File: config.mk
export PLATFORM = sky130hd
export DESIGN_NAME = tws_shift_unit
export DESIGN_NICKNAME = d
export VERILOG_FILES = /design/src/rtl/tws_pkg.sv /design/src/rtl/tws_ctrl.sv /design/src/rtl/tws_datapath.sv /design/src/rtl/tws_shift_unit.sv
export SDC_FILE = /design/constraint.sdc
export NUM_CORES = 1
export LEC_CHECK = 0
export ABC_AREA = 1
export BUFFER_PORTS_ARGS = -buffer_cell sky130_fd_sc_hd__buf_2
export CAP_MARGIN = 20
export CORE_ASPECT_RATIO = 1.2
export CORE_MARGIN = 1.5
export CORE_UTILIZATION = 40
export CTS_CLUSTER_DIAMETER = 80
export DETAILED_ROUTE_END_ITERATION = 8
export PLACE_DENSITY_LB_ADDON = 0.15
export SLEW_MARGIN = 20
export SYNTH_ARGS = -nofsm -noshare
export SYNTH_HDL_FRONTEND = slang
export SYNTH_SLANG_ARGS = --single-unit
File: constraint.sdc
create_clock -name clk -period 1.5 [get_ports clk]
set_input_delay 0.3 -clock clk [delete_from_list [all_inputs] [get_ports clk]]
set_output_delay 0.3 -clock clk [all_outputs]
set_load 0.03 [all_outputs]
File: src/rtl/tws_pkg.sv
package tws_pkg;
  localparam int NUM_FLAGS  = 4;
  localparam int FLAG_START = 0;
  localparam int FLAG_STOP  = 1;
  localparam int FLAG_OVF   = 2;
  localparam int FLAG_COLL  = 3;

  // strobes from control to datapath
  typedef struct packed {
    logic sample;  // SCL rise seen: capture line level
    logic shift;   // SCL fall seen and shifting allowed
    logic bitIn;   // sampled SDA level
  } twsStrobe_t;
endpackage

File: src/rtl/tws_ctrl.sv
module tws_ctrl
  import tws_pkg::*;
#(
  parameter int CNT_W = 4
) (
  input  logic                 clk,
  input  logic                 rstN,
  input  logic                 strobe,
  input  logic                 wrStat,
  input  logic [NUM_FLAGS-1:0] statClr,
  input  logic [CNT_W-1:0]     cntPreset,
  input  logic                 sclIn,
  input  logic                 sdaIn,
  input  logic                 dataMsb,
  output logic                 sclDrvLow,
  output logic [CNT_W-1:0]     cnt,
  output logic [NUM_FLAGS-1:0] flags,
  output twsStrobe_t           strb
);
  localparam logic [CNT_W-1:0] CNT_TOP = '1;

  logic sclS, sclP, sdaS, sdaP, sclOut;
  logic sclRise, sclFall, sdaRise, sdaFall, sclHigh, anyEdge;
  logic [NUM_FLAGS-1:0] flagEv;

  always_ff @(posedge clk or negedge rstN) begin
    if (!rstN) begin
      sclS <= 1'b1;
      sclP <= 1'b1;
      sdaS <= 1'b1;
      sdaP <= 1'b1;
    end else begin
      sclS <= sclIn;
      sclP <= sclS;
      sdaS <= sdaIn;
      sdaP <= sdaS;
    end
  end

  assign sclRise = sclS & ~sclP;
  assign sclFall = ~sclS & sclP;
  assign sdaRise = sdaS & ~sdaP;
  assign sdaFall = ~sdaS & sdaP;
  assign sclHigh = sclS & sclP;
  assign anyEdge = sclRise | sclFall;

  // SCL drive: one toggle per strobe
  always_ff @(posedge clk or negedge rstN) begin
    if (!rstN)       sclOut <= 1'b1;
    else if (strobe) sclOut <= ~sclOut;
  end
  assign sclDrvLow = ~sclOut;

  // edge counter; the status write wins over an edge in the same cycle
  always_ff @(posedge clk or negedge rstN) begin
    if (!rstN)        cnt <= '0;
    else if (wrStat)  cnt <= cntPreset;
    else if (anyEdge) cnt <= cnt + 1'b1;
  end

  always_comb begin
    flagEv             = '0;
    flagEv[FLAG_START] = sdaFall & sclHigh;
    flagEv[FLAG_STOP]  = sdaRise & sclHigh;
    flagEv[FLAG_OVF]   = ~wrStat & anyEdge & (cnt == CNT_TOP);
    flagEv[FLAG_COLL]  = sclRise & dataMsb & ~sdaS;
  end

  for (genvar g = 0; g < NUM_FLAGS; g++) begin : gFlag
    logic flagBit;
    always_ff @(posedge clk or negedge rstN) begin
      if (!rstN) flagBit <= 1'b0;
      else       flagBit <= (flagBit & ~(wrStat & statClr[g])) | flagEv[g];
    end
    assign flags[g] = flagBit;
  end

  always_comb begin
    strb.sample = sclRise;
    strb.shift  = sclFall & ~flags[FLAG_OVF];
    strb.bitIn  = sdaS;
  end
endmodule

File: src/rtl/tws_datapath.sv
module tws_datapath
  import tws_pkg::*;
#(
  parameter int DATA_W = 8
) (
  input  logic              clk,
  input  logic              rstN,
  input  logic              wrData,
  input  logic [DATA_W-1:0] wrVal,
  input  twsStrobe_t        strb,
  output logic [DATA_W-1:0] dataReg,
  output logic              dataMsb
);
  logic sampleBit;

  always_ff @(posedge clk or negedge rstN) begin
    if (!rstN)            sampleBit <= 1'b1;
    else if (strb.sample) sampleBit <= strb.bitIn;
  end

  // shifting on the SCL fall keeps SDA changes inside the low phase
  always_ff @(posedge clk or negedge rstN) begin
    if (!rstN)           dataReg <= '1;
    else if (wrData)     dataReg <= wrVal;
    else if (strb.shift) dataReg <= {dataReg[DATA_W-2:0], sampleBit};
  end

  assign dataMsb = dataReg[DATA_W-1];
endmodule

File: src/rtl/tws_shift_unit.sv
module tws_shift_unit
  import tws_pkg::*;
#(
  parameter int DATA_W = 8,
  parameter int CNT_W  = 4
) (
  input  logic              clk,
  input  logic              rstN,
  input  logic              strobe,
  input  logic              wrData,
  input  logic [DATA_W-1:0] wrVal,
  input  logic              wrStat,
  input  logic [3:0]        statClr,
  input  logic [CNT_W-1:0]  cntPreset,
  input  logic              sclIn,
  input  logic              sdaIn,
  output logic              sclDrvLow,
  output logic              sdaDrvLow,
  output logic [DATA_W-1:0] dataOut,
  output logic [CNT_W-1:0]  cntOut,
  output logic              startFlag,
  output logic              stopFlag,
  output logic              ovfFlag,
  output logic              collFlag
);
  twsStrobe_t           strb;
  logic                 dataMsb;
  logic [NUM_FLAGS-1:0] flags;

  tws_ctrl #(.CNT_W(CNT_W)) u_ctrl (
    .clk(clk), .rstN(rstN), .strobe(strobe), .wrStat(wrStat),
    .statClr(statClr), .cntPreset(cntPreset), .sclIn(sclIn), .sdaIn(sdaIn),
    .dataMsb(dataMsb), .sclDrvLow(sclDrvLow), .cnt(cntOut), .flags(flags),
    .strb(strb)
  );

  tws_datapath #(.DATA_W(DATA_W)) u_dp (
    .clk(clk), .rstN(rstN), .wrData(wrData), .wrVal(wrVal), .strb(strb),
    .dataReg(dataOut), .dataMsb(dataMsb)
  );

  assign sdaDrvLow = ~dataMsb;
  assign startFlag = flags[FLAG_START];
  assign stopFlag  = flags[FLAG_STOP];
  assign ovfFlag   = flags[FLAG_OVF];
  assign collFlag  = flags[FLAG_COLL];
endmodule

# Word-level counts from Yosys, hierarchy flattened
# Cells that the tools add are included.
# op_classes
bitwise	37
n_reduce_logical	2
muxes	4
n_addsub	1
n_eq_ne	1
# op_table
cell	n
1-bit bitwise AND	20
8-bit 2-to-1 mux	2
1-bit NOT	12
4-bit 2-to-1 mux	2
1-bit bitwise OR	5
4-bit by 1-bit adder with 4-bit output, second input constant	1
4-bit equality test, second input constant	1
2-bit nonzero test	2
# word_totals
output_inout_bits	18
elab_cells	57
regBits	22
input_bits	23

# Depth between registers and ports, before layout
# logic_depth
ltp_word	6
depth_mapped	8
depth_no_buf	8

# Cells and area by module
# A second synthesis with hierarchy kept.
# hier_totals
hier_cells	126
hier_area_um2	1122.3
# modules_own_cells
mod	cells_per_inst	seq_area_each_um2	n_inst	area_per_inst_um2
tws_ctrl	76	331.6	1	679.4
tws_datapath	49	236.5	1	439.2
tws_shift_unit	1	0.0	1	3.8

# Worst setup path after synthesis
# OpenSTA, ideal clock, no wires.
# synth_timing
path_kind	register to register
start	register u_ctrl.sclP
end	register u_ctrl.cnt[2]
arrival_time_ns	1.170
path_buffers	0
setup_ns	0.116
setup_slack_ns	0.214
path_stages_with_launch	9
period_less_slack_ns	1.286
required_time_ns	1.384
path_cell_list	dfstp_2 > inv_1 > ha_1 > nand2_1 > inv_1 > nand2_1 > nand2_1 > inv_1 > nand2_1
# synth_between
elab_chain_len	4
word_cells_on_any_way	5
classes_between	4 x bitwise; 1 x reduce/logical
# synth_lines
element	line	source
start: declaration	tws_ctrl.sv:22	logic sclS, sclP, sdaS, sdaP, sclOut;
start signal: assignment	tws_ctrl.sv:34	sclP <= sclS;
1-bit NOT	tws_ctrl.sv:40	assign sclRise = sclS & ~sclP;
1-bit bitwise AND	tws_ctrl.sv:40	
1-bit bitwise OR *	tws_ctrl.sv:45	assign anyEdge = sclRise | sclFall;
2-bit nonzero test (no source line) *	--	
end signal: assignment	tws_ctrl.sv:57	else if (wrStat) cnt <= cntPreset;
end signal: assignment	tws_ctrl.sv:58	else if (anyEdge) cnt <= cnt + 1'b1;
end: declaration	tws_ctrl.sv:16	output logic [CNT_W-1:0] cnt,
# Mark *: on every way between the ends. The rest lies on a longest branch, timed or not.
# A chain may end at the register's enable or synchronous reset.

# Final worst setup path
# layout_timing
start	register u_dp.dataReg[7]
end	output port sdaDrvLow
# layout_between
elab_chain_len	1
# layout_lines
element	line	source
start: declaration	tws_datapath.sv:11	output logic [DATA_W-1:0] dataReg,
start signal: assignment	tws_datapath.sv:24	else if (wrData) dataReg <= wrVal;
start signal: assignment	tws_datapath.sv:25	else if (strb.shift) dataReg <= {dataReg[DATA_W-2:0], sampleBit};
1-bit NOT	tws_shift_unit.sv:42	assign sdaDrvLow = ~dataMsb;
end: declaration	tws_shift_unit.sv:18	output logic sdaDrvLow,
# No other way between the ends.

==> metrics.yaml <==
antenna_found_initial: 0
finalSetupViolCount: 0
dr_wl_met3_um: 104
slew_headroom_pct: 67.80
num_rows: 20
hold_path_depth: 1
min_period_ns: 1.391
wl_met2_um: 971
status: "finished, final reports clean"
reg2reg_to: "u_ctrl.cnt[2]"
worst_hold_slack_ns: 0.08494
cts_buffers: 3
final_net_count: 194
cts_buffer_depth: 2
grt_max_degree: 23
wl_met1_um: 906
syn_area_per_cell_um2: 8.466
area_growth_pct: 25.51
final.setup.tns_ns: 0
min_period_over_period_pct: 92.76
netlist-cell-type-count: 16
place_hpwl_mm: 1.549
clock.fmax_mhz: 718.7
powerDensity_nw_per_um2: 1123
firstDrtPassIters: 4
root_buffer: "clkbuf_4"
ioPinCount: 41
finClkSkew_ns: 0.0005877
leakage_nw: 0.7275
avgViaCountPerCell: 4.518
worstSetupPathType: "reg -> out"
yosys_warnings: 0
cp-end-kind: "output port"
drcViolationCount: 0
grt_pass1_wl_mm: 3.353
start_util_pct: 41.95
clock-sinks: 22
worstHoldStart: "sdaIn"
cts_tree: "yes"
die_area_um2: 2942
drive_gt1_share_pct: 37.35
worst_pin_slew_ns: 0.4830
die_w_um: 49.77
cp.arrival_ns: 1.09
final_common_cell: "nand2_1"
whs_endpoint: "u_ctrl.sdaS"
reg2reg_from: "u_ctrl.sclP"
htree_levels: 1
grt_pass1_vias: 838
slew_violations: 0
gp_congestion: 0.7500
dr.first_iter.drc_count: 12
syn_nets: 151
ir_drop_mv: 0.5035
hp-class: "in -> reg"
cts.clk_slew.worst_paths_ns: 0.12
die_y_um: 59.12
portBuffers: 40
start_kind: "flop"
fillers: 263
final_cell_mix: "nand2_1, buf_2, inv_1"
clk_latency_ns: 0.30
hold_violations: 0
core-area_um2: 2502
drv_cap: 0
syn-cell-area_um2: 1050
grt.total_usage_pct: 14.74
diodes: 0
rsz0062_at_grt: "no"
yosysSeqAreaShare_pct: 54.11
rrSetupSlack_ns: 0.13
ys_seq_elements: 22
syn_inst: 124
drtAntennaViolNets: 0
vias: 899
globalRouteOverflowTotal: 0
wirelength_mm: 2.002
wire_per_inst_um: 10.06
crit_fanout: 4
r2r_cells: 8
critPathRequiredTime_ns: 1.20
topRoutingLayerUsed: "met4"
## area by class of cell
| type | count | area (µm²) | area share (%) |
|---|---|---|---|
| multi-input cells | 81 | 394.1 | 29.91 |
| inverters | 18 | 67.56 | 5.128 |
| well taps | 33 | 41.29 | 3.134 |
| repair buffers | 41 | 210.2 | 15.95 |
| clock buffers | 4 | 36.28 | 2.754 |
| flip-flops and latches | 22 | 568.0 | 43.12 |
## logic make-up (layout without fill, tap and decap cells)
family / count (synthesis) / in the layout / synth area share, %
AND/OR/NAND/NOR: 65 / 65 / 25.86
flip-flops: 22 / 22 / 54.11
buffers and inverters: 21 / 63 / 8.581
AO/OA/AOI/OAI: 10 / 10 / 5.005
adder cells (fa/ha/maj): 4 / 4 / 4.768
XOR/XNOR: 2 / 2 / 1.669
## layer usage
metal | global-route usage (%) | vias to the layer above
li1 | - | 471
met1 | 18.63 | 398
met2 | 24.76 | 28
met3 | 3.030 | 2
met4 | 5.952 | 0
met5 | 0 | -
## repair_timing
action	in CTS	in global routing
setup buffers	0	0
endpoints found under the hold margin	8	0
hold buffers	1	0
gates resized for setup	0	1
endpoints found under the setup margin	0	5
## synthesized netlist by cell type
library cell / n / area share [%]
ha_1: 4 / 4.8
nand4_1: 2 / 1.2
o21ai_1: 1 / 0.48
buf_4: 3 / 2.1
o211ai_1: 1 / 0.72
nor2_2: 2 / 1.2
a21oi_1: 1 / 0.48
inv_2: 1 / 0.36
o21ai_0: 7 / 3.3
nand3_1: 14 / 6.7
xor2_1: 2 / 1.7
dfstp_2: 14 / 35
nand2_1: 44 / 16
dfrtp_1: 8 / 19
inv_1: 17 / 6.1
nor2_1: 3 / 1.1
## per-stage QoR
| stage | util (%) | worst slack [ns] | area, µm² | power [mW] | std cells |
|---|---|---|---|---|---|
| 2_1_floorplan | - | 0.2136 | 1050 | 1.043 | 124 |
| 3_3_place_gp | 50.70 | 0.1272 | 1269 | 1.167 | 194 |
| 3_5_place_dp | 50.70 | 0.1063 | 1269 | 1.175 | 194 |
| 4_1_cts | 52.55 | 0.07873 | 1315 | 1.503 | 199 |
| 5_1_grt | 52.65 | 0.02723 | 1318 | 1.570 | 199 |
| 6_report | 52.65 | 0.1085 | 1318 | 1.480 | 199 |
## sequential cells by signal (all words and copies together), names as in the netlist
register,flops
u_ctrl.cnt,4
u_ctrl.gFlag.flagBit,4
u_ctrl.sclP,1
u_ctrl.sclS,1
u_dp.sampleBit,1
u_ctrl.sdaS,1
u_dp.dataReg,8
u_ctrl.sdaP,1
u_ctrl.sclOut,1
## power by group
part / switching, mW / leakage (nW) / total, mW / internal, mW
clock: 0.171 / 0.0210 / 0.318 / 0.148
sequential: 0.0596 / 0.249 / 0.763 / 0.704
combinational: 0.271 / 0.458 / 0.399 / 0.128
## worst max path at each step
| stage | startpoint | endpoint | depth (start not counted) |
|---|---|---|---|
| final | u_dp.dataReg[7] | sdaDrvLow | 2 |
| after global routing | u_ctrl.sclP | u_ctrl.cnt[2] | 8 |
| after floorplan | u_ctrl.sclP | u_ctrl.cnt[2] | 8 |
| after CTS | u_ctrl.sclS | u_dp.dataReg[4] | 7 |
| after detailed placement | u_ctrl.sclS | u_dp.dataReg[6] | 7 |
| after global placement | u_ctrl.sclS | u_dp.dataReg[6] | 7 |
## worst max-delay path, cell delays in order (launching register included)
cell and delay, ns:
dfstp_2 0.58, inv_1 0.05, buf_2 0.17
Power figures use the tool's default switching activity.
